File: config.mk
export PLATFORM = sky130hd
export DESIGN_NAME = tmr_cc_top
export DESIGN_NICKNAME = d
export VERILOG_FILES = /design/src/rtl/tmr_cc_pkg.sv /design/src/rtl/tmr_prescale.sv /design/src/rtl/tmr_counter.sv /design/src/rtl/tmr_channel.sv /design/src/rtl/tmr_cc_top.sv
export SDC_FILE = /design/constraint.sdc
export NUM_CORES = 1
export LEC_CHECK = 0
export BUFFER_PORTS_ARGS = -buffer_cell sky130_fd_sc_hd__buf_2
export CORE_ASPECT_RATIO = 1.25
export CORE_MARGIN = 2
export CORE_UTILIZATION = 35
export CTS_CLUSTER_SIZE = 25
export DETAILED_ROUTE_END_ITERATION = 10
export PLACE_DENSITY_LB_ADDON = 0.25
export SLEW_MARGIN = 25
export SYNTH_ARGS = -nofsm -noshare
export SYNTH_HDL_FRONTEND = slang
export SYNTH_SLANG_ARGS = --single-unit
File: constraint.sdc
create_clock -name clk -period 2.8 [get_ports clk]
set_input_delay 0.56 -clock clk [delete_from_list [all_inputs] [get_ports clk]]
set_output_delay 0.56 -clock clk [all_outputs]
set_load 0.005 [all_outputs]
File: src/rtl/tmr_cc_pkg.sv
package tmr_cc_pkg;

    localparam int CNT_W     = 16;
    localparam int PS_W      = 6;
    localparam int PS_MAX_SH = 6;
    localparam int REGS_PER_CH = 3;

    typedef enum logic [3:0] {
        A_CTRL  = 4'd0,
        A_CNTH  = 4'd1,
        A_CNTL  = 4'd2,
        A_LIMH  = 4'd3,
        A_LIML  = 4'd4,
        A_CH0   = 4'd5
    } reg_addr_e;

    typedef struct packed {
        logic       ie;
        logic       cmp;
        logic [1:0] act;
        logic       tov;
        logic       force_hi;
    } ch_cfg_t;

    typedef struct packed {
        logic       ovf_ie;
        logic       halt;
        logic [2:0] psel;
    } tctl_t;

    function automatic logic [PS_W-1:0] ps_mask(input logic [2:0] sel);
        logic [PS_W:0] one_hot;
        int sh;
        sh = (sel > 3'(PS_MAX_SH)) ? PS_MAX_SH : int'(sel);
        one_hot = (PS_W+1)'(1) << sh;
        return one_hot[PS_W-1:0] - PS_W'(1);
    endfunction

    function automatic logic [3:0] setup_addr(input int i);
        return 4'(int'(A_CH0) + REGS_PER_CH * i);
    endfunction

    function automatic logic [3:0] valh_addr(input int i);
        return 4'(int'(A_CH0) + REGS_PER_CH * i + 1);
    endfunction

    function automatic logic [3:0] vall_addr(input int i);
        return 4'(int'(A_CH0) + REGS_PER_CH * i + 2);
    endfunction

endpackage

File: src/rtl/tmr_prescale.sv
module tmr_prescale
    import tmr_cc_pkg::*;
(
    input  logic       clk,
    input  logic       rst,
    input  logic       run,
    input  logic       clr,
    input  logic [2:0] sel,
    output logic       tick
);

    logic [PS_W-1:0] div_q;
    logic [PS_W-1:0] mask;

    assign mask = ps_mask(sel);
    assign tick = run && ((div_q & mask) == mask);

    always_ff @(posedge clk) begin
        if (rst || clr) begin
            div_q <= '0;
        end else if (run) begin
            div_q <= div_q + PS_W'(1);
        end
    end

endmodule

File: src/rtl/tmr_counter.sv
module tmr_counter
    import tmr_cc_pkg::*;
(
    input  logic             clk,
    input  logic             rst,
    input  logic             tick,
    input  logic             clr,
    input  logic [CNT_W-1:0] limit,
    output logic [CNT_W-1:0] cnt,
    output logic [CNT_W-1:0] cnt_nxt,
    output logic             wrap
);

    logic at_limit;

    assign at_limit = (cnt == limit);
    assign cnt_nxt  = at_limit ? '0 : cnt + CNT_W'(1);
    assign wrap     = tick && at_limit;

    always_ff @(posedge clk) begin
        if (rst || clr) begin
            cnt <= '0;
        end else if (tick) begin
            cnt <= cnt_nxt;
        end
    end

endmodule

File: src/rtl/tmr_channel.sv
module tmr_channel
    import tmr_cc_pkg::*;
#(
    parameter int SYNC_N = 2
) (
    input  logic             clk,
    input  logic             rst,
    input  ch_cfg_t          cfg,
    input  logic             tick,
    input  logic [CNT_W-1:0] cnt,
    input  logic [CNT_W-1:0] cnt_nxt,
    input  logic             wrap,
    input  logic             pin_in,
    input  logic             load,
    input  logic [CNT_W-1:0] load_val,
    input  logic             flag_clr,
    output logic [CNT_W-1:0] val,
    output logic             flag,
    output logic             pin,
    output logic             oe
);

    logic [SYNC_N:0] sync_q;
    logic            cur_lvl, old_lvl, rise, fall;
    logic            cap_hit, cmp_hit;
    logic            pin_q, pin_d;

    assign cur_lvl = sync_q[SYNC_N-1];
    assign old_lvl = sync_q[SYNC_N];
    assign rise    = cur_lvl && !old_lvl;
    assign fall    = !cur_lvl && old_lvl;

    assign cap_hit = !cfg.cmp && ((cfg.act[0] && rise) || (cfg.act[1] && fall));
    assign cmp_hit = cfg.cmp && tick && (cnt_nxt == val);

    always_comb begin
        pin_d = pin_q;
        if (cmp_hit) begin
            case (cfg.act)
                2'b01:   pin_d = !pin_q;
                2'b10:   pin_d = 1'b0;
                2'b11:   pin_d = 1'b1;
                default: pin_d = pin_q;
            endcase
        end
        if (cfg.cmp && cfg.tov && wrap) begin
            pin_d = !pin_d;
        end
    end

    always_ff @(posedge clk) begin
        if (rst) begin
            sync_q <= '0;
            val    <= '0;
            flag   <= 1'b0;
            pin_q  <= 1'b0;
        end else begin
            sync_q <= {sync_q[SYNC_N-1:0], pin_in};
            pin_q  <= pin_d;
            if (cap_hit) begin
                val <= cnt;
            end else if (load) begin
                val <= load_val;
            end
            if (cap_hit || cmp_hit) begin
                flag <= 1'b1;
            end else if (flag_clr) begin
                flag <= 1'b0;
            end
        end
    end

    assign pin = cfg.cmp && (cfg.force_hi || pin_q);
    assign oe  = cfg.cmp && (cfg.act != 2'b00);

endmodule

File: src/rtl/tmr_cc_top.sv
module tmr_cc_top
    import tmr_cc_pkg::*;
#(
    parameter int NCH    = 2,
    parameter int SYNC_N = 2
) (
    input  logic           clk,
    input  logic           rst,
    input  logic           wr_en,
    input  logic           rd_en,
    input  logic [3:0]     addr,
    input  logic [7:0]     wdata,
    output logic [7:0]     rdata,
    input  logic [NCH-1:0] cap_in,
    output logic [NCH-1:0] cmp_out,
    output logic [NCH-1:0] pin_oe,
    output logic           irq
);

    tctl_t            ctl;
    logic             ovf_f, ovf_arm;
    logic [7:0]       hi_buf;
    logic [CNT_W-1:0] limit, cnt, cnt_nxt;
    logic             tick, wrap;
    logic             ctrl_wr, ctrl_clr, any_hi_wr;
    logic [7:0]       rd_mux;

    ch_cfg_t          cfg    [NCH];
    logic [CNT_W-1:0] ch_val [NCH];
    logic [NCH-1:0]   ch_flag, ch_arm, ch_clr, ch_load, setup_wr, cmp_mode;

    assign ctrl_wr  = wr_en && (addr == A_CTRL);
    assign ctrl_clr = ctrl_wr && wdata[4];

    tmr_prescale u_ps (
        .clk  (clk),
        .rst  (rst),
        .run  (!ctl.halt),
        .clr  (ctrl_clr),
        .sel  (ctl.psel),
        .tick (tick)
    );

    tmr_counter u_cnt (
        .clk     (clk),
        .rst     (rst),
        .tick    (tick),
        .clr     (ctrl_clr),
        .limit   (limit),
        .cnt     (cnt),
        .cnt_nxt (cnt_nxt),
        .wrap    (wrap)
    );

    always_comb begin
        any_hi_wr = wr_en && (addr == A_LIMH);
        for (int i = 0; i < NCH; i++) begin
            if (wr_en && (addr == valh_addr(i))) begin
                any_hi_wr = 1'b1;
            end
        end
    end

    always_ff @(posedge clk) begin
        if (rst) begin
            ctl     <= '{ovf_ie: 1'b0, halt: 1'b1, psel: 3'd0};
            ovf_f   <= 1'b0;
            ovf_arm <= 1'b0;
            limit   <= '1;
            hi_buf  <= '0;
        end else begin
            if (ctrl_wr) begin
                ctl.ovf_ie <= wdata[6];
                ctl.halt   <= wdata[5];
                ctl.psel   <= wdata[2:0];
            end
            if (any_hi_wr) begin
                hi_buf <= wdata;
            end
            if (wr_en && (addr == A_LIML)) begin
                limit <= {hi_buf, wdata};
            end
            if (wrap) begin
                ovf_f <= 1'b1;
            end else if (ctrl_wr && !wdata[7] && ovf_arm) begin
                ovf_f <= 1'b0;
            end
            if (ctrl_wr) begin
                ovf_arm <= 1'b0;
            end else if (rd_en && (addr == A_CTRL) && ovf_f) begin
                ovf_arm <= 1'b1;
            end
        end
    end

    for (genvar gi = 0; gi < NCH; gi++) begin : g_ch
        assign setup_wr[gi] = wr_en && (addr == setup_addr(gi));
        assign ch_load[gi]  = wr_en && (addr == vall_addr(gi));
        assign ch_clr[gi]   = setup_wr[gi] && !wdata[7] && ch_arm[gi];
        assign cmp_mode[gi] = cfg[gi].cmp;

        always_ff @(posedge clk) begin
            if (rst) begin
                cfg[gi]    <= '0;
                ch_arm[gi] <= 1'b0;
            end else begin
                if (setup_wr[gi]) begin
                    cfg[gi] <= ch_cfg_t'(wdata[6:1]);
                end
                if (setup_wr[gi]) begin
                    ch_arm[gi] <= 1'b0;
                end else if (rd_en && (addr == setup_addr(gi)) && ch_flag[gi]) begin
                    ch_arm[gi] <= 1'b1;
                end
            end
        end

        tmr_channel #(.SYNC_N(SYNC_N)) u_ch (
            .clk      (clk),
            .rst      (rst),
            .cfg      (cfg[gi]),
            .tick     (tick),
            .cnt      (cnt),
            .cnt_nxt  (cnt_nxt),
            .wrap     (wrap),
            .pin_in   (cap_in[gi]),
            .load     (ch_load[gi]),
            .load_val ({hi_buf, wdata}),
            .flag_clr (ch_clr[gi]),
            .val      (ch_val[gi]),
            .flag     (ch_flag[gi]),
            .pin      (cmp_out[gi]),
            .oe       (pin_oe[gi])
        );
    end

    always_comb begin
        rd_mux = '0;
        case (addr)
            A_CTRL: rd_mux = {ovf_f, ctl.ovf_ie, ctl.halt, 2'b00, ctl.psel};
            A_CNTH: rd_mux = cnt[15:8];
            A_CNTL: rd_mux = cnt[7:0];
            A_LIMH: rd_mux = limit[15:8];
            A_LIML: rd_mux = limit[7:0];
            default: rd_mux = '0;
        endcase
        for (int i = 0; i < NCH; i++) begin
            if (addr == setup_addr(i)) rd_mux = {ch_flag[i], cfg[i], 1'b0};
            if (addr == valh_addr(i))  rd_mux = ch_val[i][15:8];
            if (addr == vall_addr(i))  rd_mux = ch_val[i][7:0];
        end
    end

    always_ff @(posedge clk) begin
        if (rst) begin
            rdata <= '0;
        end else if (rd_en) begin
            rdata <= rd_mux;
        end
    end

    always_comb begin
        irq = ovf_f && ctl.ovf_ie;
        for (int i = 0; i < NCH; i++) begin
            if (ch_flag[i] && cfg[i].ie) begin
                irq = 1'b1;
            end
        end
    end

endmodule

; ---- After elaboration in Yosys (flattened, before gate mapping)
; Memories as Yosys holds them, arrays and structs flattened.
; Cells that the tools add are included.
[totals]
reg_bits = 105
ramBits = 12
input_bits = 18
output_inout_bits = 13
wordCells = 167
memories = 1
[memory_table]
columns = name, depth, width, read_ports, rd_clocked_by_memory_dff, write_ports, line
row1 = cfg, 2, 6, 2, 0, 2, tmr_cc_top.sv:28  ; ch_cfg_t cfg [NCH];
[op_classes]
n_addsub = 3
order_cmp = 1
eq_ne = 20
shifts = 1
muxes = 39
bitwise = 3
n_reduce_logical = 79
[op_table]
columns = cell, n
row1 = two-way mux 16 bit, 5
row2 = logical AND 1 bit, 49
row3 = == test 16 bit, 3
row4 = two-way mux 8 bit, 6
row5 = case mux 8 bit (5 select lines), 1
row6 = "left shift 1 x 32 -> 6 bit, first input constant", 1
row7 = two-way mux 1 bit, 22
row8 = "adder 16 x 1 -> 16 bit, second input constant", 1
row9 = "== test 4 x 3 -> 1 bit, second input constant", 4
row10 = nonzero test 2 bit, 7
row11 = "== test 4 bit, second input constant", 3
row12 = zero test 1 bit, 12
row13 = two-way mux 6 bit, 2
row14 = "== test 2 bit, second input constant", 4
row15 = "== test 4 x 2 -> 1 bit, second input constant", 2
row16 = logical OR 1 bit, 7
row17 = "adder 6 x 1 -> 6 bit, second input constant", 1
row18 = bitwise AND 6 bit, 1
row19 = == test 6 bit, 1
row20 = case mux 1 bit (3 select lines), 2
row21 = OR reduction 2 bit, 3
row22 = "subtractor 6 x 1 -> 6 bit, second input constant", 1
row23 = "== test 2 x 1 -> 1 bit, second input constant", 2
row24 = "== test 4 x 1 -> 1 bit, second input constant", 1
row25 = 4 further kinds, 5

; ---- Logic depth before layout (Yosys ltp)
[logic_depth]
ltp_word = 12
ltp_mapped = 12
depth_no_buf = 10

; ---- Cells and area by module
; From an unflattened synthesis, not the netlist that was laid out.
[hier_totals]
hier_cells = 826
area_unflattened_um2 = 6886.6
[modules_own_cells]
columns = mod, instances, cells_each, area_each_um2, seq_area_each_um2
row1 = tmr_cc_top, 1, 333, 2950.3, 1181.1
row2 = tmr_channel, 2, 136, 1136.1, 420.4
row3 = tmr_counter, 1, 185, 1355.0, 320.3
row4 = tmr_prescale, 1, 36, 309.0, 120.1

; ---- Worst setup path before layout
; Ideal clock, no wire load.
[synth_timing]
path_type = register to register
from = register u_cnt.cnt[0]
to = register g_ch[0].u_ch.pin_q
arrival_time_ns = 2.963
required_ns = 2.741
setup_slack_ns = -0.222
path_stages_with_launch = 12
synth_period_minus_slack_ns = 3.022
path_cell_list = dfxtp_1 > ha_1 > buf_2 > nand4_1 > or4_1 > buf_2 > or4b_4 > o311ai_4 > o221ai_2 > o31a_1 > or4_1 > nand2_1
[synth_between]
elab_chain_len = 7
[synth_lines]
columns = item, line
row1 = start: declaration, tmr_counter.sv:9  ; output logic [CNT_W-1:0] cnt,
row2 = start signal: assignment, tmr_counter.sv:24  ; cnt <= cnt_nxt;
row3 = adder 16 x 1 -> 16 bit / == test 16 bit (equally long branches), "tmr_counter.sv:17, tmr_counter.sv:16"
row4 = two-way mux 16 bit, tmr_counter.sv:17  ; assign cnt_nxt = at_limit ? '0 : cnt + CNT_W'(1);
row5 = == test 16 bit, tmr_channel.sv:34  ; assign cmp_hit = cfg.cmp && tick && (cnt_nxt == val);
row6 = logical AND 1 bit, tmr_channel.sv:34
row7 = two-way mux 1 bit, tmr_channel.sv:38  ; if (cmp_hit) begin
row8 = zero test 1 bit, tmr_channel.sv:47  ; pin_d = !pin_d;
row9 = two-way mux 1 bit *, tmr_channel.sv:46  ; if (cfg.cmp && cfg.tov && wrap) begin
row10 = end signal: assignment, tmr_channel.sv:59  ; pin_q <= pin_d;
row11 = end: declaration, tmr_channel.sv:26  ; logic pin_q, pin_d;
; Every way passes the cells marked *; elsewhere a longest branch is shown, timed or not.
; A chain may end at the register's enable or synchronous reset.

; ---- Final worst setup path
[layout_timing]
from = register limit[13]
to = register g_ch[0].u_ch.pin_q
[layout_between]
elab_chain_len = 7
[layout_lines]
columns = item, line
row1 = start: declaration, tmr_cc_top.sv:23  ; logic [CNT_W-1:0] limit, cnt, cnt_nxt;
row2 = start signal: assignment, tmr_cc_top.sv:81  ; limit <= {hi_buf, wdata};
row3 = == test 16 bit *, tmr_counter.sv:16  ; assign at_limit = (cnt == limit);
row4 = two-way mux 16 bit, tmr_counter.sv:17
row5 = == test 16 bit, tmr_channel.sv:34
row6 = logical AND 1 bit, tmr_channel.sv:34
row7 = two-way mux 1 bit, tmr_channel.sv:38
row8 = zero test 1 bit, tmr_channel.sv:47
row9 = two-way mux 1 bit *, tmr_channel.sv:46
; Marked as above.

==> metrics.md <==
| Metric | Value |
|---|---|
| Setup Skew | `around 0.013 ns` |
| Initial Util | `between 30% and 40%` |
| Post-Synth Simple-Gate Area | `25.0%` |
| Layout net count | `approximately 990` |
| Reg2reg end | `g_ch[0].u_ch.pin_q$_SDFF_PP0_` |
| WL final | `~28 mm` |
| Final period util | `106%` |
| Data required, critical path | `around 3.2 ns` |
| Largest family of logic cells by synthesized area | `simple AND/OR/NAND/NOR gates` |
| Site row count | `58` |
| Syn avg cell area | `approximately 8.4 µm²` |
| First DRT Iteration DRCs | `just over 800` |
| Outcome | `finished, violations left` |
| Vias/cell | `roughly 5.9` |
| Vias in the first global route | `6862` |
| Final GP Congestion | `0.952` |
| Post-synth EDFFs | `12` |
| Max Root-Sink Buffers | `2` |
| Wire length per cell | `22.2 µm` |
| Ports | `31` |
| Worst-Margin Slew | `0.760 ns` |
| Antenna-violating nets left | `0` |
| Cell Chain, Critical Path | `xor2_1 > nor4_2 > nand4_1 > a211o_1 > a222oi_1 > o2111ai_2 > o31a_1 > or4_1 > nand2_1` |
| Crit path arrival time | `3.35 ns` |
| Largest net degree at the start of global routing | `34` |
| Reg-to-reg startpoint | `limit[13]$_SDFFE_PP1P_` |
| CTS buffer count | `17` |
| CP peak stage delay | `between 0.4 and 0.5 ns` |
| Post-synthesis adder-cell area fraction | `less than 1%` |
| Antenna violations before repair | `0` |
| Xor and xnor area share after synthesis | `6.53%` |
| First-pass GRT wire length | `42.1 mm` |
| Syn_nets | `roughly 890` |
| R2R cell count | `9` |
| Total global-route track usage | `about a quarter` |
| Worst Path Buf+Inv | `0` |
| Placed insts | `between 1000 and 1500` |
| Crit path capture type | `flop` |
| Cell area power density | `around 480 mW/mm²` |
| Height of the die | `165 µm` |
| H-tree Lvls | `4` |
| Hold Crit Start | `cap_in[0]` |
| Most frequent cells in the layout | `buf_4 (128), dfxtp_1 (96), nor2_1 (95)` |
| Sum Neg Setup Slack | `-0.359 ns` |
| RSZ-0062 raised after global routing | `true` |
| Vias | `about 7400` |
| Detail Placement HPWL | `20.6 mm` |
| Clock tree sinks | `between 100 and 150` |
| Synth warn | `0` |
| CORE AREA | `between 0.02 and 0.025 mm²` |
| Worst Setup Path Type | `flop to flop` |
| Clk_lat worst skew | `around 0.43 ns` |
| Util after Layout | `45.2%` |
| #FFs+latches synth | `~120` |
| Worst-path clk slew | `~0.06 ns` |
| Post-Syn Area | `0.00724 mm²` |
| Hold endpoint | `g_ch[0].u_ch.sync_q[0]$_SDFF_PP0_` |
| Delay-heaviest family, CP | `compound AO/OA/AOI/OAI gates` |
| Max_cap viols | `0` |
| Hold path depth | `2` |
| Clk root buf | `clkbuf_16` |
| Antenna Cells | `0` |
| Pre-CTS setup slack | `-0.443 ns` |
| Top_reg_cell synth | `dfxtp_1` |
| Overflow after GRT | `0` |
| # setup viols final | `4` |
| Failing checks | `negative setup slack` |
| Synth unique cells | `83` |
| Port bufs | `30` |
| Crit path max-delay cell type | `a222oi_1` |
| LEAKAGE | `~3.6 nW` |
| Slew margin rel. | `49.4%` |
| WHS | `approximately 0.35 ns` |
| CP startpoint kind | `flop` |
| DIE WIDTH | `roughly 130 µm` |
| Multiplexer share of the synthesized area | `around 7.7%` |
| Layout Cells excl Fill | `1248` |
| Reg-to-reg setup timing slack | `-0.17 ns` |
| Final Hold Fails | `0` |
| Die footprint | `about 0.022 mm²` |
| Most common cell after layout, fill and taps aside | `buf_4` |
| Cells after Synth | `between 800 and 900` |
| FMAX | `roughly 0.34 GHz` |
| DR pass1 iterations | `6` |
| Critical path origin | `limit[13]$_SDFFE_PP1P_` |
| Hold WC Path Type | `input port to flop` |
| Fin worst setup slack | `-0.175 ns` |
| Async S/R FF share, synth | `0%` |
| Max Slew Vio Count | `0` |
| DRC viols | `0` |
| Worst vdd ir | `about 520 µV` |
| Layout cell share with drive strength beyond 1 | `around a quarter` |
| Seq/Total Area, Yosys | `between 30% and 40%` |
| Area delta synth->final | `25.9%` |
| Worst-path fanout max | `4` |
| Post-route minimum period | `between 2 and 3 ns` |
| Clock tree from TritonCTS | `yes` |
| Complex-gate fraction of the synthesized area | `approximately a fifth` |
-- worst reg2reg max path: cells and delay by family, from the launching register on --
| kind | cells | cell delay (ns) |
|---|---|---|
| xor gates and xnor gates | 1 | 0.17 |
| AOI/OAI and AO/OA | 4 | 1.30 |
| DFF | 1 | 0.35 |
| and+or+nand+nor | 4 | 1.09 |
-- flip-flops by register name, summed over array words and instances, names as in the netlist, 6 cells and up --
| register | cells |
|---|---|
| u_cnt.cnt | 16 |
| hi_buf | 8 |
| u_ps.div_q | 6 |
| cfg | 12 |
| g_ch.u_ch.val | 32 |
| limit | 16 |
| rdata | 8 |
| g_ch.u_ch.sync_q | 6 |
-- cell usage after synthesis (5+ instances only) --
library cell,count,area [µm²]
a211o_1,21,184
a211oi_1,19,143
a21oi_1,28,140
a22oi_1,17,128
a311oi_1,19,166
a31oi_1,7,43.8
and2_1,14,87.6
buf_1,6,22.5
buf_2,16,80.1
buf_4,5,37.5
clkbuf_1,53,199
dfxtp_1,105,2100
edfxtp_1,12,360
inv_1,9,33.8
mux2i_1,42,420
nand2_1,71,267
nand2b_1,10,62.6
nand3_1,35,175
nand3b_1,8,60.1
nand4_1,8,50.1
nand4b_1,6,52.6
nor2_1,96,360
nor2b_1,31,194
nor3_1,19,95.1
nor4_1,8,50.1
o211ai_1,7,52.6
o21a_1,5,37.5
o21ai_0,44,220
or3_1,5,31.3
xnor2_1,19,166
xor2_1,28,245
-- report_power, final --
group	switching, mW	internal (mW)
registers	0.0734	1.74
clock network	0.838	1.27
logic	0.246	0.167
total	1.16	3.18
-- through the flow --
stage          area (µm²)  total power [mW]
6_report             9120              4.34
4_1_cts              9080              4.35
2_1_floorplan        7250              2.07
3_3_place_gp         8350              2.25
5_1_grt              9120              4.45
3_5_place_dp         8350              2.25
-- cell type report --
class	count	area, µm²
sequential	117	2480
timing repair buffer	164	1200
clock buffer	20	458
tap	270	338
inverter	9	33.8
clock inverter	12	104
multi-input combinational	656	4500
fill	2051	11100
-- cell families after synthesis --
family | Yosys count
and+or+nand+nor | 343
AOI/OAI and AO/OA | 211
muxes | 50
buffers and inverters | 92
DFF | 117
xor gates and xnor gates | 50
adders and majority gates | 2
-- metal layers --
metal	GRT usage, %	wire [µm]	vias to the layer above
met5	0	0	-
met4	16.3	1740	0
met2	42.9	13200	348
li1	-	-	3365
met3	3.56	1640	93
met1	31.4	11100	3575
-- worst max-delay path by stage --
stage,end,slack (ns),cells after the start
2_1_floorplan,g_ch[0].u_ch.pin_q$_SDFF_PP0_,-0.10,11
3_3_place_gp,g_ch[1].u_ch.pin_q$_SDFF_PP0_,-0.43,11
3_5_place_dp,g_ch[1].u_ch.pin_q$_SDFF_PP0_,-0.44,11
4_1_cts,g_ch[0].u_ch.pin_q$_SDFF_PP0_,-0.23,11
5_1_grt,g_ch[0].u_ch.pin_q$_SDFF_PP0_,-0.31,9
6_report,g_ch[0].u_ch.pin_q$_SDFF_PP0_,-0.17,9
-- timing repair --
action                                  4_1_cts  5_1_grt
endpoints found under the setup margin        4        4
setup buffers                                 6        1
resized for setup                            26        7
hold buffers                                  0        0
pin swaps                                    10        7
endpoints found under the hold margin         0        0
Note: power is estimated with default switching activity, not from simulation.
